`config.mk`:
```
export PLATFORM = sky130hd
export DESIGN_NAME = rpr_ctrl
export DESIGN_NICKNAME = d
export VERILOG_FILES = /design/src/rtl/rpr_pkg.sv /design/src/rtl/rpr_rst_sync.sv /design/src/rtl/rpr_err_merge.sv /design/src/rtl/rpr_fsm.sv /design/src/rtl/rpr_ctrl.sv
export SDC_FILE = /design/constraint.sdc
export NUM_CORES = 1
export LEC_CHECK = 0
export BUFFER_PORTS_ARGS = -buffer_cell sky130_fd_sc_hd__buf_2
export CORE_AREA = 2 2 39 41
export DETAILED_ROUTE_END_ITERATION = 12
export DIE_AREA = 0 0 41 43
export PLACE_DENSITY = 0.69
export SYNTH_ARGS = -nofsm -noshare
export SYNTH_HDL_FRONTEND = slang
export SYNTH_HIERARCHICAL = 1
export SYNTH_SLANG_ARGS = --single-unit
```
`constraint.sdc`:
```
create_clock -name clk -period 1.31 [get_ports clk]
set_clock_uncertainty 0.05 [all_clocks]
set_input_delay 0.1965 -clock clk [delete_from_list [all_inputs] [get_ports clk]]
set_output_delay 0.1965 -clock clk [all_outputs]
set_load 0.005 [all_outputs]
```
`src/rtl/rpr_pkg.sv`:
```
package rpr_pkg;
  typedef enum logic [2:0] {
    ST_IDLE   = 3'd0,
    ST_HALT   = 3'd1,
    ST_CBUF   = 3'd2,
    ST_CREG   = 3'd3,
    ST_CPC    = 3'd4,
    ST_RESUME = 3'd5,
    ST_FATAL  = 3'd6
  } rpr_state_e;
endpackage

```
`src/rtl/rpr_rst_sync.sv`:
```
module rpr_rst_sync #(
  parameter int STAGES = 2
) (
  input  logic clk,
  input  logic rst_n,
  output logic rst_sync_n
);
  logic [STAGES-1:0] sync_q;

  always_ff @(posedge clk or negedge rst_n) begin
    if (!rst_n) sync_q <= '0;
    else        sync_q <= {sync_q[STAGES-2:0], 1'b1};
  end

  assign rst_sync_n = sync_q[STAGES-1];
endmodule

```
`src/rtl/rpr_err_merge.sv`:
```
module rpr_err_merge #(
  parameter int NSRC = 5
) (
  input  logic [NSRC-1:0] err_vec,
  output logic            any_err
);
  assign any_err = |err_vec;
endmodule

```
`src/rtl/rpr_fsm.sv`:
```
module rpr_fsm
  import rpr_pkg::*;
(
  input  logic       clk,
  input  logic       rst_n,
  input  logic       any_a,
  input  logic       any_b,
  input  logic       halt_ack,
  input  logic       buf_done,
  input  logic       regs_done,
  input  logic       pc_done,
  output rpr_state_e state_o,
  output logic       src_b_o
);
  rpr_state_e state_q, state_d;
  logic       src_q, src_d, src_en;
  logic       healthy_err;

  assign healthy_err = src_q ? any_b : any_a;

  always_comb begin
    state_d = state_q;
    src_d   = src_q;
    src_en  = 1'b0;
    unique case (state_q)
      ST_IDLE: begin
        if (any_a && any_b) begin
          state_d = ST_FATAL;
        end else if (any_a || any_b) begin
          state_d = ST_HALT;
          src_en  = 1'b1;
          src_d   = any_a;
        end
      end
      ST_HALT: begin
        if (healthy_err)   state_d = ST_FATAL;
        else if (halt_ack) state_d = ST_CBUF;
      end
      ST_CBUF: begin
        if (healthy_err)   state_d = ST_FATAL;
        else if (buf_done) state_d = ST_CREG;
      end
      ST_CREG: begin
        if (healthy_err)    state_d = ST_FATAL;
        else if (regs_done) state_d = ST_CPC;
      end
      ST_CPC: begin
        if (healthy_err)  state_d = ST_FATAL;
        else if (pc_done) state_d = ST_RESUME;
      end
      ST_RESUME: begin
        if (healthy_err) state_d = ST_FATAL;
        else             state_d = ST_IDLE;
      end
      ST_FATAL: state_d = ST_FATAL;
      default:  state_d = ST_FATAL;
    endcase
  end

  always_ff @(posedge clk or negedge rst_n) begin
    if (!rst_n) state_q <= ST_IDLE;
    else        state_q <= state_d;
  end

  always_ff @(posedge clk or negedge rst_n) begin
    if (!rst_n)      src_q <= 1'b0;
    else if (src_en) src_q <= src_d;
  end

  assign state_o = state_q;
  assign src_b_o = src_q;
endmodule

```
`src/rtl/rpr_ctrl.sv`:
```
module rpr_ctrl
  import rpr_pkg::*;
#(
  parameter int NSRC = 5
) (
  input  logic            clk,
  input  logic            rst_n,
  input  logic [NSRC-1:0] err_a,
  input  logic [NSRC-1:0] err_b,
  input  logic            halt_ack,
  input  logic            buf_done,
  input  logic            regs_done,
  input  logic            pc_done,
  output logic            halt_o,
  output logic            buf_copy_req,
  output logic            regs_copy_req,
  output logic            pc_copy_req,
  output logic            copy_from_b,
  output logic            resume,
  output logic            busy,
  output logic            fatal
);
  localparam int NCORE = 2;

  logic                  rst_sync_n;
  logic [NSRC-1:0]       err_vec [NCORE];
  logic [NCORE-1:0]      core_err;
  rpr_state_e            state;

  assign err_vec[0] = err_a;
  assign err_vec[1] = err_b;

  rpr_rst_sync #(.STAGES(2)) u_rst (
    .clk        (clk),
    .rst_n      (rst_n),
    .rst_sync_n (rst_sync_n)
  );

  for (genvar c = 0; c < NCORE; c++) begin : g_merge
    rpr_err_merge #(.NSRC(NSRC)) u_merge (
      .err_vec (err_vec[c]),
      .any_err (core_err[c])
    );
  end

  rpr_fsm u_fsm (
    .clk       (clk),
    .rst_n     (rst_sync_n),
    .any_a     (core_err[0]),
    .any_b     (core_err[1]),
    .halt_ack  (halt_ack),
    .buf_done  (buf_done),
    .regs_done (regs_done),
    .pc_done   (pc_done),
    .state_o   (state),
    .src_b_o   (copy_from_b)
  );

  always_comb begin
    halt_o        = 1'b0;
    buf_copy_req  = 1'b0;
    regs_copy_req = 1'b0;
    pc_copy_req   = 1'b0;
    resume        = 1'b0;
    fatal         = 1'b0;
    busy          = (state != ST_IDLE);
    unique case (state)
      ST_HALT:   halt_o = 1'b1;
      ST_CBUF:   begin halt_o = 1'b1; buf_copy_req  = 1'b1; end
      ST_CREG:   begin halt_o = 1'b1; regs_copy_req = 1'b1; end
      ST_CPC:    begin halt_o = 1'b1; pc_copy_req   = 1'b1; end
      ST_RESUME: resume = 1'b1;
      ST_FATAL:  begin halt_o = 1'b1; fatal = 1'b1; end
      default:   ;
    endcase
  end
endmodule

```
==> impl_metrics.yaml, run 1 <==
floorplanning:
  die_area_um2: 1760
  io_pins: 24
  start_util_pct: 37.3
  die_x_um: 41
  core-area_um2: 1380
  fp.dieH_um: 43
  rows: 14
final_layout:
  area_growth_pct: 87.4
  fin_area_um2: 966
  n_antenna_cell: 0
  drive_gt1_share_pct: 64.4
  nNetsFinal: 122
job:
  maxCapViolCount: 0
placement:
  dp_hpwl_um: 1000
  place_congestion: 0.783
  dpl_cell_area_um2: 746
  io_buffers: 23
  dp_slack_ps: -243
logic_synthesis:
  synth.ff_latch_count: 6
  synth-edff-count: 0
  netlist_instances: 60
  synth.avg_cell_area_um2: 8.59
  ys.flop_type: "dfrtp_1"
  synth_warnings: 6
  yosysSeqAreaShare_pct: 29.1
  syn_nets: 79
  ys_types: 29
  synth_area_um2: 515
  synthArstFlopShare_pct: 100
timing:
  clock.fmax_ghz: 0.665
  layout_min_cycle_time_ps: 1500
  setup_violations: 11
  fin_crit_sh_pct: 115
  drv_slew: 0
  fin_ws_ps: -194
  finalHoldViolCount: 0
  whs_ps: 7.70
  grt_setup_unrepaired: "true"
clocking:
  cts_tree: "built"
  clock_latency_ps: 240
  cts.sinks: 6
  clockBufferDepth: 2
  clkTransAtPathRegs_ps: 50
  cts-buffers-inserted: 3
  cts-root-buf: "clkbuf_4"
  h-tree-depth: 1
critical_path:
  cp-end-kind: "primary output"
  critical_path.max_fanout: 2
  required_ps: 1060
  criticalPathCategory: "reg2out"
  startpoint_type: "register"
  arrival_ps: 1260
global_routing:
  grt_pass1_wl_um: 2250
  grt_max_degree: 13
  antenna_found_initial: 0
  grt_pass1_vias: 552
  grt.overflow.total: 0
  grt_usage_pct: 18.5
routing:
  drt_wl_total_um: 1550
  vias: 622
  wire_per_inst_um: 13.2
  ant_nets: 0
  vias_per_cell: 5.32
  drt_iter0_markers: 15
  first_pass_iters: 4
  drc: 0
outcome:
  failed_checks: "negative setup slack"
  outcome: "finished with violations"
power:
  peakVddDrop_mv: 0.282
  cellLeakagePower_uw: 0.000446
  p_per_area_nw_per_um2: 470
  power_uw: 454
worst_hold_path:
  min_path_type: "reg2async"
area by class of cell:
| type | count | area (µm²) |
|---|---|---|
| Sequential cell | 6 | 153 |
| Fill cell | 121 | 418 |
| Multi-Input combinational cell | 48 | 428 |
| Tap cell | 16 | 20.0 |
| Timing Repair Buffer | 40 | 320 |
| Clock buffer | 3 | 22.5 |
| Inverter | 4 | 22.5 |
power breakdown:
group | internal, µW | switching, µW | leakage, µW
registers | 190 | 3.34 | 0.0000665
clock network | 103 | 63.1 | 0.0000138
logic | 53.8 | 39.9 | 0.000366
registers in the layout, summed over array words and instances (netlist names):
name,count
u_fsm/src_b_o,1
u_fsm/state_o,3
u_rst/sync_q,2
critical path, cell delays in order, from the launching register on:
cell	delay, ps
dfrtp_1	380
or3_4	390
a21boi_1	130
buf_2	120
per-stage QoR:
step / TNS, ps / utilization (%) / instances
floorplan: -48.5 / - / 60
global placement: -810 / 53.9 / 106
detailed placement: -937 / 53.9 / 106
CTS: -1230 / 59.7 / 113
global route: -1600 / 69.8 / 117
finish: -1070 / 69.8 / 117
cell usage after synthesis (2+ instances only):
cell type	n	share of area, %
nor3b_1	2	2.9
nor2b_1	2	2.4
ha_1	3	7.3
a31oi_1	4	4.9
inv_1	4	2.9
nand2_1	8	5.8
o21ai_0	3	2.9
nor3_1	3	2.9
nor2_1	5	3.6
dfrtp_1	6	29
and3b_2	2	3.9
repair_timing:
item | CTS | global route
gates resized for setup | 7 | 29
buffers inserted | 2 | 4
hold buffers | 1 | 0
hold endpoints to repair | 2 | 0
cloned | 1 | 0
pin swaps | 0 | 12
endpoints found under the setup margin | 11 | 11
layout by cell type (no fill, tap or decap), types with 2 or more instances in the layout:
| cell | synthesis | layout |
|---|---|---|
| clkbuf_4 | 0 | 3 |
| buf_2 | 0 | 17 |
| o21ai_1 | 1 | 4 |
| nand2_4 | 0 | 2 |
| dfrtp_2 | 0 | 2 |
| nor3_4 | 0 | 2 |
| nor2b_1 | 2 | 2 |
| ha_4 | 0 | 2 |
| a31oi_1 | 4 | 4 |
| buf_6 | 1 | 14 |
| dfrtp_1 | 6 | 4 |
| nand2_1 | 8 | 5 |
| buf_4 | 1 | 7 |
| nor2_1 | 5 | 5 |
| inv_4 | 0 | 3 |
| and3b_2 | 2 | 2 |
layer usage:
layer | wire length, µm | vias to the layer above | GRT usage, %
met4 | 0 | 0 | 6.00
met2 | 939 | 25 | 33.1
met5 | 0 | - | 0
met1 | 528 | 298 | 21.3
met3 | 80 | 0 | 1.57
li1 | - | 299 | -
cells by family after synthesis:
group,synth area share [%]
simple gates,26.5
compound gates,22.8
buf+inv,7.28
flops,29.1
fa+ha+maj,7.28
mux,6.31
other cells,0.727
final timing paths:
| kind | start | slack (ps) | end | cells after the start |
|---|---|---|---|---|
| setup / recovery | u_fsm/state_o[0]$_DFFE_PN0P_ | -190 | halt_o | 3 |
| hold / removal | u_rst/sync_q[1]$_DFF_PN0_ | 8 | u_fsm/state_o[0]$_DFFE_PN0P_ | 0 |
| setup reg to reg | u_fsm/state_o[1]$_DFFE_PN0P_ | -110 | u_fsm/state_o[1]$_DFFE_PN0P_ | 5 |
| hold reg to reg | u_rst/sync_q[1]$_DFF_PN0_ | 8 | u_fsm/state_o[0]$_DFFE_PN0P_ | 0 |
| max in group asynchronous | rst_n | 890 | u_rst/sync_q[0]$_DFF_PN0_ | 2 |
| min in group clk | u_rst/sync_q[0]$_DFF_PN0_ | 300 | u_rst/sync_q[1]$_DFF_PN0_ | 0 |
(Power assumes the default switching activity.)
==> inputs of run 2 (changes only) <==
--- a/config.mk
+++ b/config.mk
@@ -5,11 +5,13 @@
 export SDC_FILE = /design/constraint.sdc
 export NUM_CORES = 1
 export LEC_CHECK = 0
+export ABC_AREA = 1
 export BUFFER_PORTS_ARGS = -buffer_cell sky130_fd_sc_hd__buf_2
 export CORE_AREA = 2 2 39 41
 export DETAILED_ROUTE_END_ITERATION = 12
 export DIE_AREA = 0 0 41 43
-export PLACE_DENSITY = 0.69
+export PLACE_DENSITY = 0.75
+export RECOVER_POWER = 25
 export SYNTH_ARGS = -nofsm -noshare
 export SYNTH_HDL_FRONTEND = slang
 export SYNTH_HIERARCHICAL = 1
==> impl_metrics.yaml, run 2 <==
routing:
  drt_wl_total_um: 1620
  ant_nets: 0
  drt_iter0_markers: 12
  first_pass_iters: 4
  vias: 761
  wire_per_inst_um: 10.4
  drc: 0
  vias_per_cell: 4.91
logic_synthesis:
  yosysTopAreaCell: "dfrtp_1"
  synthTopCellsByCount: "25 x nand2_1, 17 x inv_1, 14 x nor2_1"
  ys.flop_type: "dfrtp_1"
  ys_types: 23
  synth.top_cells.by_area: "dfrtp_1 26%, nand2_1 16%, inv_1 11%"
  synthArstFlopShare_pct: 100
  synth_area_um2: 588
  synth.avg_cell_area_um2: 6.19
  yosys.area.top_type_share_pct: 25.5
  synth.ff_latch_count: 6
  synth_warnings: 6
  syn_nets: 114
  synth-edff-count: 0
  synth.most_common_cell: "nand2_1"
  netlist_instances: 95
  yosysSeqAreaShare_pct: 25.5
floorplanning:
  core-area_um2: 1380
  io_pins: 24
  die_area_um2: 1760
  rows: 14
  die_x_um: 41
  fp.dieH_um: 43
  start_util_pct: 42.5
final_layout:
  largest_reg_flops: 3
  drive_gt1_share_pct: 55.4
  n_fill_cell: 102
  nNetsFinal: 160
  final_common_cell: "buf_2"
  final_cell_mix: "23 x buf_2, 17 x nand2_1, 11 x buf_4"
  area_growth_pct: 69.8
  fin_area_um2: 998
  fin_cells: 155
  n_antenna_cell: 0
power:
  peakVddDrop_mv: 0.480
  cellLeakagePower_uw: 0.000546
  p_per_area_nw_per_um2: 1190
critical_path:
  cp-end-kind: "primary output"
  reg2reg_depth: 6
  required_ps: 1060
  startpoint_type: "register"
  critical_path.max_fanout: 3
  criticalPathCategory: "reg2out"
  r2r-end: "u_fsm/state_o[1]$_DFFE_PN0P_"
  arrival_ps: 1110
  crit_start: "u_fsm/state_o[0]$_DFFE_PN0P_"
  reg2reg_slack_ps: 0
  rr_startpoint: "u_fsm/state_o[0]$_DFFE_PN0P_"
clocking:
  h-tree-depth: 1
  clkTransAtPathRegs_ps: 50
  cts-root-buf: "clkbuf_4"
  cts_tree: "built"
  cts-buffers-inserted: 3
  clockBufferDepth: 2
  clock_latency_ps: 250
  cts.sinks: 6
placement:
  dp_hpwl_um: 1110
  io_buffers: 23
  dpl_cell_area_um2: 779
  dp_cells: 142
  dp_slack_ps: -85.6
  place_congestion: 0.843
timing:
  fin_ws_ps: -49.0
  finalSetupTns_ps: -204
  grt_setup_unrepaired: "true"
  finalHoldViolCount: 0
  setup_violations: 5
  clock.fmax_ghz: 0.736
  whs_ps: 5.49
  fin_crit_sh_pct: 104
  layout_min_cycle_time_ps: 1360
  drv_slew: 0
outcome:
  outcome: "finished with violations"
  failed_checks: "negative setup slack"
global_routing:
  grt_usage_pct: 18.5
  antenna_found_initial: 0
  grt.overflow.total: 0
  grt_pass1_vias: 614
  grt_pass1_wl_um: 2220
  grt_max_degree: 8
worst_hold_path:
  min_path_type: "reg2async"
job:
  maxCapViolCount: 0
## run 2: cell types whose count changed after synthesis, moves of 3 or more
| cell | before | now |
|---|---|---|
| nand2_1 | 8 | 25 |
| inv_1 | 4 | 17 |
| nor2_1 | 5 | 14 |
| nand3_1 | 1 | 8 |
| a31oi_1 | 4 | 1 |
| o21ai_0 | 3 | 0 |
## run 2: worst max path at each step
| stage | end | cells past startpoint |
|---|---|---|
| after floorplan | u_fsm/state_o[1]$_DFFE_PN0P_ | 7 |
| after global placement | u_fsm/state_o[1]$_DFFE_PN0P_ | 11 |
| after detailed placement | u_fsm/src_b_o$_DFFE_PN0P_ | 8 |
| after CTS | halt_o | 5 |
| after global routing | halt_o | 5 |
| final | fatal | 3 |
## run 2: report_power, final
| part | switching, µW | internal, µW |
|---|---|---|
| combinational | 403 | 365 |
| sequential | 23.5 | 215 |
| clock | 73.0 | 104 |
## run 2: cell type report
type                            count  area [µm²]  share of cell area [%]
Clock buffer                        3        22.5                    2.26
Multi-Input combinational cell     69         443                    44.4
Inverter                           19        75.1                    7.52
Tap cell                           16        20.0                    2.01
Sequential cell                     6         151                    15.2
Timing Repair Buffer               42         287                    28.7
## run 2: logic make-up after synthesis
group | synth area share [%]
AND/OR/NAND/NOR | 42.6
buffers and inverters | 14.0
AO/OA/AOI/OAI | 9.15
flip-flops | 25.5
adder cells (fa/ha/maj) | 6.38
multiplexers | 1.70
other | 0.638
## run 2: metrics by stage
stage                     total power (µW)  util [%]
after floorplan                        533         -
after global placement                 686      56.3
after detailed placement               702      56.3
after CTS                             1010      64.8
after global routing                  1290      72.2
final                                 1180      72.2
## run 2: what timing repair did
action,4_1_cts,5_1_grt
endpoints found under the hold margin,2,0
hold buffers,1,0
setup endpoints to repair,7,9
resized for setup,17,22
pin swaps,4,11
cloned,0,0
setup buffers,4,5
## run 2: worst max-delay path, cell delays in order, from the launching register on
cell and delay, ps:
dfrtp_2 430, buf_6 140, nor3_4 160, buf_2 130
## run 2: routing by layer
layer	routed length, µm	share of wire, %	track usage [%]	up-vias
li1	-	-	-	384
met1	631	39	18.2	333
met2	861	53	34.4	40
met3	98	6.1	3.14	4
met4	23	1.4	8.00	0
met5	0	0	0	-
==> inputs of run 3 (changes only) <==
--- a/config.mk
+++ b/config.mk
@@ -10,8 +10,10 @@
 export CORE_AREA = 2 2 39 41
 export DETAILED_ROUTE_END_ITERATION = 12
 export DIE_AREA = 0 0 41 43
+export GPL_TIMING_DRIVEN = 0
 export PLACE_DENSITY = 0.75
 export RECOVER_POWER = 25
+export SETUP_SLACK_MARGIN = 0.15
 export SYNTH_ARGS = -nofsm -noshare
 export SYNTH_HDL_FRONTEND = slang
 export SYNTH_HIERARCHICAL = 1
==> impl_metrics.yaml, run 3 (same netlist as run 2, synthesis figures left out) <==
critical_path:
  cp_slowest_cell: "dfrtp_2"
  rr_startpoint: "u_fsm/state_o[0]$_DFFE_PN0P_"
  startpoint_type: "register"
  criticalPathCategory: "reg2reg"
  arrival_ps: 1450
  critical_path.max_fanout: 6
  crit_start: "u_fsm/state_o[0]$_DFFE_PN0P_"
  required_ps: 1390
  cpMostUsedCell: "nand3_1"
  crit_path_cell_trace: "buf_6 -> buf_4 -> o211ai_1 -> nand3_1 -> nand3_1 -> nand2_1"
  cp_slowest_stage_delay_ps: 450
  cp-end-kind: "register"
global_routing:
  grt_usage_pct: 16.7
  grt.overflow.total: 0
  grt_pass1_wl_um: 2010
  grt_pass1_vias: 573
  grt_max_degree: 8
  antenna_found_initial: 0
floorplanning:
  die_area_um2: 1760
  start_util_pct: 42.5
  io_pins: 24
  core-area_um2: 1380
  rows: 14
  fp.dieH_um: 43
  die_x_um: 41
final_layout:
  largest_reg_flops: 3
  n_fill_cell: 116
  multi_input_area_um2: 440
  final_core_util_pct: 67.3
  final-seq-area_um2: 154
  nNetsFinal: 152
  final_common_cell: "buf_2"
  area_growth_pct: 58.3
  final_cell_mix: "23 x buf_2, 19 x nand2_1, 11 x inv_1, 8 x nor2_1, 7 x buf_4"
  drive_gt1_share_pct: 51.9
  fin_area_um2: 931
  n_antenna_cell: 0
outcome:
  outcome: "finished with violations"
  failed_checks: "negative hold slack, negative setup slack"
placement:
  dp_slack_ps: -96.0
  io_buffers: 23
  place_congestion: 0.829
  dpl_cell_area_um2: 743
  dp_hpwl_um: 1020
timing:
  whs_ps: -1.94
  grt_setup_unrepaired: "true"
  finalHoldViolCount: 3
  fin_crit_sh_pct: 105
  fin_ws_ps: -62.7
  finalSetupTns_ps: -82.8
  setup_violations: 4
  clock.fmax_ghz: 0.729
  drv_slew: 0
  layout_min_cycle_time_ps: 1370
routing:
  vias_per_cell: 4.81
  wire_per_inst_um: 10.1
  first_pass_iters: 4
  drc: 0
  drt_iter0_markers: 7
  vias: 707
  drt_wl_total_um: 1490
  ant_nets: 0
worst_hold_path:
  min_path_type: "reg2async"
clocking:
  clockBufferDepth: 2
  clkTransAtPathRegs_ps: 50
  cts.sinks: 6
  h-tree-depth: 1
  cts-buffers-inserted: 3
  cts_tree: "built"
  clock_latency_ps: 240
  cts-root-buf: "clkbuf_4"
power:
  p_int_uw: 607
  combinationalPowerShare_pct: 58.5
  peakVddDrop_mv: 0.608
  clockPowerShare_pct: 15.5
  switching_power_uw: 457
  switching_share_pct: 43.0
  p_per_area_nw_per_um2: 1140
  cellLeakagePower_uw: 0.000524
  pwr-share-seq_pct: 26.0
job:
  maxCapViolCount: 0
-- run 3: power groups by stage --
stage	Sequential, µW	Combinational, µW	Clock, µW
6_report	277	622	165
5_1_grt	281	681	185
4_1_cts	264	522	175
3_5_place_dp	282	406	0
3_3_place_gp	280	394	0
2_1_floorplan	269	295	0
-- run 3: metrics by stage --
step / hold WS [ps] / std cells / total power (µW)
detailed placement: -66.5 / 134 / 688
finish: -1.94 / 147 / 1060
global placement: -68.3 / 134 / 675
floorplan: -149 / 95 / 564
CTS: 9.34 / 144 / 962
global route: 18.0 / 147 / 1150
-- run 3: critical path: cells and delay by family, from the launching register on --
family | cells | cell delay (ps)
AO/OA/AOI/OAI | 1 | 200
buffers and inverters | 2 | 300
flip-flops | 1 | 450
AND/OR/NAND/NOR | 3 | 250
-- run 3: final cells by class --
class,count,area share (%)
sequential,6,16.5
buffer,1,1.21
clock buffer,3,2.42
timing repair buffer,33,21.5
inverter,19,8.87
multi-input combinational,69,47.3
tap,16,2.15
-- run 3: per-layer routing --
layer,up-vias,wire length (µm),track usage [%]
li1,371,-,-
met1,310,615,17.3
met2,26,796,29.7
met3,0,75,4.71
met4,0,0,6.00
met5,-,0,0
-- run 3: final timing paths --
path	to	slack, ps	cells past startpoint
worst min register to register	u_fsm/state_o[1]$_DFFE_PN0P_	-2	0
min in group clk	u_fsm/state_o[1]$_DFFE_PN0P_	230	4
worst max register to register	u_fsm/state_o[1]$_DFFE_PN0P_	-60	6
max in group asynchronous	u_rst/sync_q[0]$_DFF_PN0_	900	2
worst max-delay path	u_fsm/state_o[1]$_DFFE_PN0P_	-60	6
worst min-delay path	u_fsm/state_o[1]$_DFFE_PN0P_	-2	0
-- run 3: repair_timing --
action / 4_1_cts / 5_1_grt
resized for setup: 12 / 18
hold buffers: 1 / 0
setup buffers: 6 / 3
pin swaps: 5 / 9
hold endpoints to repair: 2 / 0
endpoints found under the setup margin: 11 / 11
